### src/rtl/ldret_pkg.sv
package ldret_pkg;
  typedef enum logic [1:0] {
    SZ_B = 2'd0,
    SZ_H = 2'd1,
    SZ_W = 2'd2,
    SZ_D = 2'd3
  } size_e;

  localparam logic [1:0] LAT_FAST = 2'd1; // countdown seeds: ready 2 cycles after issue
  localparam logic [1:0] LAT_SLOW = 2'd2; // ready 3 cycles after issue
endpackage

### src/rtl/ldret_align.sv
module ldret_align
  import ldret_pkg::*;
#(
  parameter int OFFS_W = 3
) (
  input  size_e             size_i,
  input  logic [OFFS_W-1:0] addr_lo_i,
  output logic              misaligned_o
);
  logic [OFFS_W-1:0] mask;

  always_comb begin
    mask         = OFFS_W'((1 << size_i) - 1);
    misaligned_o = |(addr_lo_i & mask);
  end
endmodule

### src/rtl/ldret_extend.sv
module ldret_extend
  import ldret_pkg::*;
#(
  parameter int DATA_W = 64
) (
  input  logic [DATA_W-1:0] raw_i,
  input  size_e             size_i,
  input  logic              sgn_i,
  output logic [DATA_W-1:0] data_o
);
  localparam int IDX_W = $clog2(DATA_W);

  logic [IDX_W-1:0] msb_idx;
  logic             fill_bit;

  always_comb begin
    msb_idx  = IDX_W'((8 << size_i) - 1);
    fill_bit = sgn_i & raw_i[msb_idx];
  end

  for (genvar b = 0; b < DATA_W; b++) begin : g_bit
    assign data_o[b] = (IDX_W'(b) <= msb_idx) ? raw_i[b] : fill_bit;
  end
endmodule

### src/rtl/ldret_queue.sv
module ldret_queue
  import ldret_pkg::*;
#(
  parameter int DEPTH  = 8,
  parameter int TAG_W  = 4,
  parameter int DATA_W = 64
) (
  input  logic              clk_i,
  input  logic              rst_ni,
  input  logic              wr_en_i,
  input  logic [TAG_W-1:0]  wr_tag_i,
  input  size_e             wr_size_i,
  input  logic              wr_sgn_i,
  input  logic              wr_slow_i,
  input  logic              lkp_hit_i,
  input  logic [DATA_W-1:0] lkp_data_i,
  input  logic              fill_en_i,
  input  logic [DATA_W-1:0] fill_data_i,
  output logic              full_o,
  output logic              head_vld_o,
  output logic [TAG_W-1:0]  head_tag_o,
  output size_e             head_size_o,
  output logic              head_sgn_o,
  output logic [DATA_W-1:0] head_data_o
);
  localparam int PTR_W = $clog2(DEPTH);
  localparam int CNT_W = PTR_W + 1;

  logic              e_vld  [DEPTH];
  logic              e_have [DEPTH];
  logic              e_miss [DEPTH];
  logic [1:0]        e_dly  [DEPTH];
  logic [TAG_W-1:0]  e_tag  [DEPTH];
  size_e             e_size [DEPTH];
  logic              e_sgn  [DEPTH];
  logic [DATA_W-1:0] e_data [DEPTH];

  logic [PTR_W-1:0] wr_ptr_q, rd_ptr_q, lk_ptr_q;
  logic             lk_pend_q;
  logic [CNT_W-1:0] cnt_q;
  logic             pop;
  logic             fill_found;
  logic [PTR_W-1:0] fill_idx, scan_idx;

  assign full_o      = (cnt_q == CNT_W'(DEPTH));
  assign pop         = e_vld[rd_ptr_q] & e_have[rd_ptr_q] & (e_dly[rd_ptr_q] == 2'd0);
  assign head_vld_o  = pop;
  assign head_tag_o  = e_tag[rd_ptr_q];
  assign head_size_o = e_size[rd_ptr_q];
  assign head_sgn_o  = e_sgn[rd_ptr_q];
  assign head_data_o = e_data[rd_ptr_q];

  // oldest looked-up miss still waiting for its fill
  always_comb begin
    fill_found = 1'b0;
    fill_idx   = rd_ptr_q;
    scan_idx   = '0;
    for (int i = DEPTH - 1; i >= 0; i--) begin
      scan_idx = rd_ptr_q + PTR_W'(i);
      if (e_vld[scan_idx] && e_miss[scan_idx] && !e_have[scan_idx]) begin
        fill_found = 1'b1;
        fill_idx   = scan_idx;
      end
    end
  end

  always_ff @(posedge clk_i or negedge rst_ni) begin
    if (!rst_ni) begin
      wr_ptr_q  <= '0;
      rd_ptr_q  <= '0;
      lk_ptr_q  <= '0;
      lk_pend_q <= 1'b0;
      cnt_q     <= '0;
      for (int i = 0; i < DEPTH; i++) begin
        e_vld[i]  <= 1'b0;
        e_have[i] <= 1'b0;
        e_miss[i] <= 1'b0;
        e_dly[i]  <= 2'd0;
        e_tag[i]  <= '0;
        e_size[i] <= SZ_B;
        e_sgn[i]  <= 1'b0;
        e_data[i] <= '0;
      end
    end else begin
      lk_pend_q <= wr_en_i;
      if (wr_en_i) begin
        lk_ptr_q <= wr_ptr_q;
        wr_ptr_q <= wr_ptr_q + 1'b1;
      end
      if (pop) rd_ptr_q <= rd_ptr_q + 1'b1;
      cnt_q <= cnt_q + CNT_W'(wr_en_i) - CNT_W'(pop);

      for (int i = 0; i < DEPTH; i++) begin
        if (e_dly[i] != 2'd0) e_dly[i] <= e_dly[i] - 2'd1;
        if (wr_en_i && wr_ptr_q == PTR_W'(i)) begin
          e_vld[i]  <= 1'b1;
          e_have[i] <= 1'b0;
          e_miss[i] <= 1'b0;
          e_dly[i]  <= wr_slow_i ? LAT_SLOW : LAT_FAST;
          e_tag[i]  <= wr_tag_i;
          e_size[i] <= wr_size_i;
          e_sgn[i]  <= wr_sgn_i;
        end else begin
          if (pop && rd_ptr_q == PTR_W'(i)) e_vld[i] <= 1'b0;
          if (lk_pend_q && lk_ptr_q == PTR_W'(i)) begin
            if (lkp_hit_i) begin
              e_have[i] <= 1'b1;
              e_data[i] <= lkp_data_i;
            end else begin
              e_miss[i] <= 1'b1;
            end
          end
          if (fill_en_i && fill_found && fill_idx == PTR_W'(i)) begin
            e_have[i] <= 1'b1;
            e_data[i] <= fill_data_i;
          end
        end
      end
    end
  end


  no_overflow_chk: assert property (@(posedge clk_i) disable iff (!rst_ni)
    wr_en_i |-> !full_o);


  fill_target_chk: assert property (@(posedge clk_i) disable iff (!rst_ni)
    fill_en_i |-> fill_found);


  early_return_chk: assert property (@(posedge clk_i) disable iff (!rst_ni)
    pop |-> !(lk_pend_q && lk_ptr_q == rd_ptr_q));


  single_return_chk: assert property (@(posedge clk_i) disable iff (!rst_ni)
    pop |=> (cnt_q == $past(cnt_q) - CNT_W'(1) + CNT_W'($past(wr_en_i))));
endmodule

### src/rtl/ldret_unit.sv
module ldret_unit
  import ldret_pkg::*;
#(
  parameter int DEPTH  = 8,
  parameter int TAG_W  = 4,
  parameter int DATA_W = 64,
  localparam int OFFS_W = $clog2(DATA_W / 8)
) (
  input  logic              clk_i,
  input  logic              rst_ni,
  input  logic              ld_valid_i,
  output logic              ld_ready_o,
  input  logic              ld_store_i,
  input  logic [TAG_W-1:0]  ld_tag_i,
  input  logic [1:0]        ld_size_i,
  input  logic              ld_signed_i,
  input  logic [OFFS_W-1:0] ld_addr_lo_i,
  input  logic              lkp_hit_i,
  input  logic [DATA_W-1:0] lkp_data_i,
  input  logic              fill_valid_i,
  input  logic [DATA_W-1:0] fill_data_i,
  output logic              ret_valid_o,
  output logic [TAG_W-1:0]  ret_tag_o,
  output logic [DATA_W-1:0] ret_data_o,
  output logic              trap_o
);
  size_e             size;
  logic              misaligned, full, fire, ld_fire, mis_fire;
  logic              narrow_sgn, slow, slow_q, trap_q;
  size_e             head_size;
  logic              head_sgn;
  logic [DATA_W-1:0] head_data;

  assign size       = size_e'(ld_size_i);
  assign ld_ready_o = !full;
  assign fire       = ld_valid_i & !full;
  assign ld_fire    = fire & !ld_store_i & !misaligned;
  assign mis_fire   = fire & misaligned;
  assign narrow_sgn = ld_signed_i & (size != SZ_D);
  assign slow       = narrow_sgn | slow_q;
  assign trap_o     = trap_q;

  ldret_align #(.OFFS_W(OFFS_W)) u_align (
    .size_i      (size),
    .addr_lo_i   (ld_addr_lo_i),
    .misaligned_o(misaligned)
  );

  // delayed mode survives only back-to-back load issue
  always_ff @(posedge clk_i or negedge rst_ni) begin
    if (!rst_ni) begin
      slow_q <= 1'b0;
      trap_q <= 1'b0;
    end else begin
      slow_q <= ld_fire & slow;
      trap_q <= mis_fire;
    end
  end

  ldret_queue #(.DEPTH(DEPTH), .TAG_W(TAG_W), .DATA_W(DATA_W)) u_queue (
    .clk_i      (clk_i),
    .rst_ni     (rst_ni),
    .wr_en_i    (ld_fire),
    .wr_tag_i   (ld_tag_i),
    .wr_size_i  (size),
    .wr_sgn_i   (ld_signed_i),
    .wr_slow_i  (slow),
    .lkp_hit_i  (lkp_hit_i),
    .lkp_data_i (lkp_data_i),
    .fill_en_i  (fill_valid_i),
    .fill_data_i(fill_data_i),
    .full_o     (full),
    .head_vld_o (ret_valid_o),
    .head_tag_o (ret_tag_o),
    .head_size_o(head_size),
    .head_sgn_o (head_sgn),
    .head_data_o(head_data)
  );

  ldret_extend #(.DATA_W(DATA_W)) u_ext (
    .raw_i (head_data),
    .size_i(head_size),
    .sgn_i (head_sgn),
    .data_o(ret_data_o)
  );


  delay_idle_chk: assert property (@(posedge clk_i) disable iff (!rst_ni)
    !$past(ld_fire) |-> !slow_q);


  trap_no_entry_chk: assert property (@(posedge clk_i) disable iff (!rst_ni)
    trap_o |-> !$past(ld_fire));
endmodule

### config.mk
export PLATFORM = sky130hd
export DESIGN_NAME = ldret_unit
export DESIGN_NICKNAME = d
export VERILOG_FILES = /design/src/rtl/ldret_pkg.sv /design/src/rtl/ldret_align.sv /design/src/rtl/ldret_extend.sv /design/src/rtl/ldret_queue.sv /design/src/rtl/ldret_unit.sv
export SDC_FILE = /design/constraint.sdc
export NUM_CORES = 1
export LEC_CHECK = 0
export ABC_AREA = 1
export BUFFER_PORTS_ARGS = -buffer_cell sky130_fd_sc_hd__buf_2
export CORE_ASPECT_RATIO = 0.9
export CORE_UTILIZATION = 35
export CTS_CLUSTER_SIZE = 12
export DETAILED_ROUTE_END_ITERATION = 8
export GPL_ROUTABILITY_DRIVEN = 0
export PLACE_DENSITY = 0.6
export SLEW_MARGIN = 0
export SYNTH_ARGS = -nofsm -noshare
export SYNTH_HDL_FRONTEND = slang
export SYNTH_SLANG_ARGS = --single-unit
export TNS_END_PERCENT = 30
### constraint.sdc
create_clock -name clk_i -period 5.5 [get_ports clk_i]
set_clock_uncertainty 0.05 [all_clocks]
set_input_delay 0.275 -clock clk_i [delete_from_list [all_inputs] [get_ports clk_i]]
set_output_delay 0.275 -clock clk_i [all_outputs]
set_load 0.03 [all_outputs]
==> out/metrics.cfg <==
[outcome]
status=finished clean

[global_route]
use_met3=0.0505
grt_pass1_vias=37900
busiest_layer=met2
grt_max_degree=158
grt_overflow=0
antenna_found_initial=19
track_usage=0.274
use_met2=0.437
grtUsageMet1=0.371
grt_pass1_wl_um=233000

[drt]
drcViolationCount=0
drtIter0Drc=4871
routed-via-count=39600
wl_um=152000
drt-wirelength-per-cell_um=20.9
antenna_left=0
vias_per_cell=5.43
first_pass_iters=6

[floorplan]
dieWidth_um=348
initial_core_util=0.353
die_y_um=314
design.die.area_sq_um=109000
core-area_sq_um=107000
rows=114
ios=215

[worst_setup_path]
crit_arrival_ns=5.66
rr_startpoint=u_queue.rd_ptr_q[0]
reg2reg_depth=20
cp-end-kind=flip-flop
r2r_slack_ns=0.38
crit_fanout=64
cp-start-kind=flip-flop
crit_type=flip-flop to flip-flop
r2r-end=u_queue.e_data[167]
critPathRequiredTime_ns=6.03

[timing]
finalCriticalPeriod_ns=5.12
finalCritPeriodShare=0.931
slew_viol_final=0
setup_tns_ns=0
timing_hold_violations_final=0
rsz0062_at_grt=no
max_freq_mhz=195
tightest_slew_ns=1.24
setup_viol=0
holdWs_ns=0.0151
relSlewSlack=0.174

[final_layout]
fin_nets=5946
fillers=11300
final_cells=7293
post-route-cell-area_sq_um=43400
area_growth_pct=14.7
drive_gt1_frac=0.0795

[clocking]
cts_buffer_depth=3
cts_buffers=75
clkLatencyLatePin_ns=0.65
clk_pin_slew_ns=0.06
cts_tree=done
post-cts-setup-buffers=0
htreeDepth=3
cts_root_buf=clkbuf_16
cts.sinks=624

[placed_design]
dpl_cell_area_sq_um=39400
dp_hpwl_um=81800
placedCellCount=7020
port_buffers=214

[min_path]
hold_depth=5
hold_end=u_queue.e_data[181]
min_path_type=primary input to flip-flop
holdCritStartpoint=lkp_data_i[53]

[yosys]
synth-edff-count=0
synthArstFlopShare=1.00
synth_fp_nets=5925
yosys_warnings=0
syn_area_per_cell_sq_um=6.57
netlist_instances=5753
synth-seq-cells=624
syn_area_sq_um=37800
yosysSeqAreaShare=0.413
synth_top_flop_cell=dfrtp_1
synth_cell_type_count=41

[flow_run]
cap_viol_max_count=0

==> final cells by class <==
class	instances	area, sq um	share of cell area
Sequential cell	624	15600	0.360
Tap cell	1450	1810	0.0418
Antenna cell	9	22.5	0.000519
Inverter	141	541	0.0125
Timing Repair Buffer	419	3150	0.0726
Clock inverter	20	323	0.00744
Clock buffer	117	2250	0.0519
Multi-Input combinational cell	4513	19600	0.453
==> Yosys cell counts (4+ instances only) <==
library cell | count | share of area
dfrtp_1 | 624 | 0.41
nand3_1 | 326 | 0.043
buf_2 | 215 | 0.028
o21ai_0 | 473 | 0.063
o2111ai_1 | 20 | 0.0046
nand4_1 | 132 | 0.022
o21ai_1 | 107 | 0.014
nor2_2 | 8 | 0.0013
inv_2 | 10 | 0.00099
nor2_4 | 4 | 0.0012
a21oi_4 | 4 | 0.0017
a21oi_1 | 8 | 0.0011
o22ai_1 | 100 | 0.017
xor2_1 | 11 | 0.0025
buf_4 | 21 | 0.0042
o21a_1 | 22 | 0.0044
nand2_1 | 2876 | 0.29
nand2_2 | 11 | 0.0018
clkbuf_1 | 170 | 0.017
clkbuf_2 | 36 | 0.0048
inv_1 | 130 | 0.013
ha_1 | 27 | 0.0089
buf_1 | 25 | 0.0025
buf_6 | 8 | 0.0024
nor3_1 | 13 | 0.0017
a32oi_1 | 8 | 0.0019
nor2_1 | 341 | 0.034
==> cell usage in the layout, fill, tap and decap left out, types with 15 or more instances in the layout <==
master	n
nand2_1	2869
dfrtp_1	622
o21ai_0	473
nor2_1	341
nand3_1	323
buf_2	213
nand4_1	132
inv_1	129
dlygate4sd3_1	126
o21ai_1	107
o22ai_1	100
clkbuf_16	78
buf_4	58
ha_1	27
clkbuf_1	24
o21a_1	22
o2111ai_1	20
clkbuf_8	15
==> timing repair <==
| item | in CTS | in global routing |
|---|---|---|
| gates resized for setup | 3 | 12 |
| hold buffers | 126 | 0 |
| gates cloned | 1 | 0 |
| endpoints found under the setup margin | 2 | 10 |
| hold endpoints to repair | 441 | 0 |
==> critical path: stages, from the launching register on <==
cell	delay, ns
dfrtp_4	0.61
buf_4	0.44
ha_1	0.26
ha_1	0.34
inv_1	0.19
nand3_1	0.10
nand2_1	0.06
inv_1	0.04
nand3_1	0.09
nand3_1	0.11
o21ai_1	0.49
inv_2	0.14
nand3_4	0.16
inv_4	0.07
nand2_4	0.09
buf_4	0.86
nand2_1	0.10
nand2_1	0.10
dlygate4sd3_1	0.56
nand2_1	0.05
nand2_1	0.07
==> how the worst max path moves through the flow <==
stage	to	slack (ns)	from
after CTS	ret_data_o[32]	0.17	u_queue.rd_ptr_q[0]
final	u_queue.e_data[167]	0.38	u_queue.rd_ptr_q[0]
after global placement	ret_data_o[32]	0.63	u_queue.rd_ptr_q[2]
after detailed placement	ret_data_o[32]	0.59	u_queue.rd_ptr_q[0]
after floorplan	u_queue.e_data[402]	0.86	u_queue.rd_ptr_q[0]
after global routing	u_queue.e_data[327]	0.03	u_queue.rd_ptr_q[0]
==> routing by layer <==
layer,routed length (um),up-vias,part of all wire
li1,-,18400,-
met1,64600,18800,0.42
met2,68600,2057,0.45
met3,14100,338,0.092
met4,4890,18,0.032
met5,134,-,0.00088
==> cell families (layout without fill, tap and decap cells) <==
group | after synthesis | in the layout | share of synthesized area
AOI/OAI and AO/OA | 753 | 753 | 0.110
DFF | 624 | 624 | 0.413
other | 0 | 9 | 0
and+or+nand+nor | 3719 | 3719 | 0.392
xor gates and xnor gates | 13 | 13 | 0.00301
adders and majority gates | 28 | 28 | 0.00946
buffers and inverters | 616 | 697 | 0.0731
==> flip-flops by register name, indices dropped and copies added, names as in the netlist <==
signal	cells
slow_q	1
trap_o	1
u_queue.cnt_q	4
u_queue.e_data	512
u_queue.e_dly	16
u_queue.e_have	8
u_queue.e_miss	8
u_queue.e_sgn	8
u_queue.e_size	16
u_queue.e_tag	32
u_queue.e_vld	8
u_queue.lk_pend_q	1
u_queue.lk_ptr_q	3
u_queue.rd_ptr_q	3
u_queue.wr_ptr_q	3
==> through the flow <==
stage	util	worst slack, ns
floorplan	-	0.862
global placement	0.368	0.630
detailed placement	0.368	0.591
CTS	0.404	0.167
global route	0.404	0.0276
finish	0.404	0.379
Power is not shown: default switching activity piles up to over one toggle a cycle in this logic, so the estimate is an artifact.
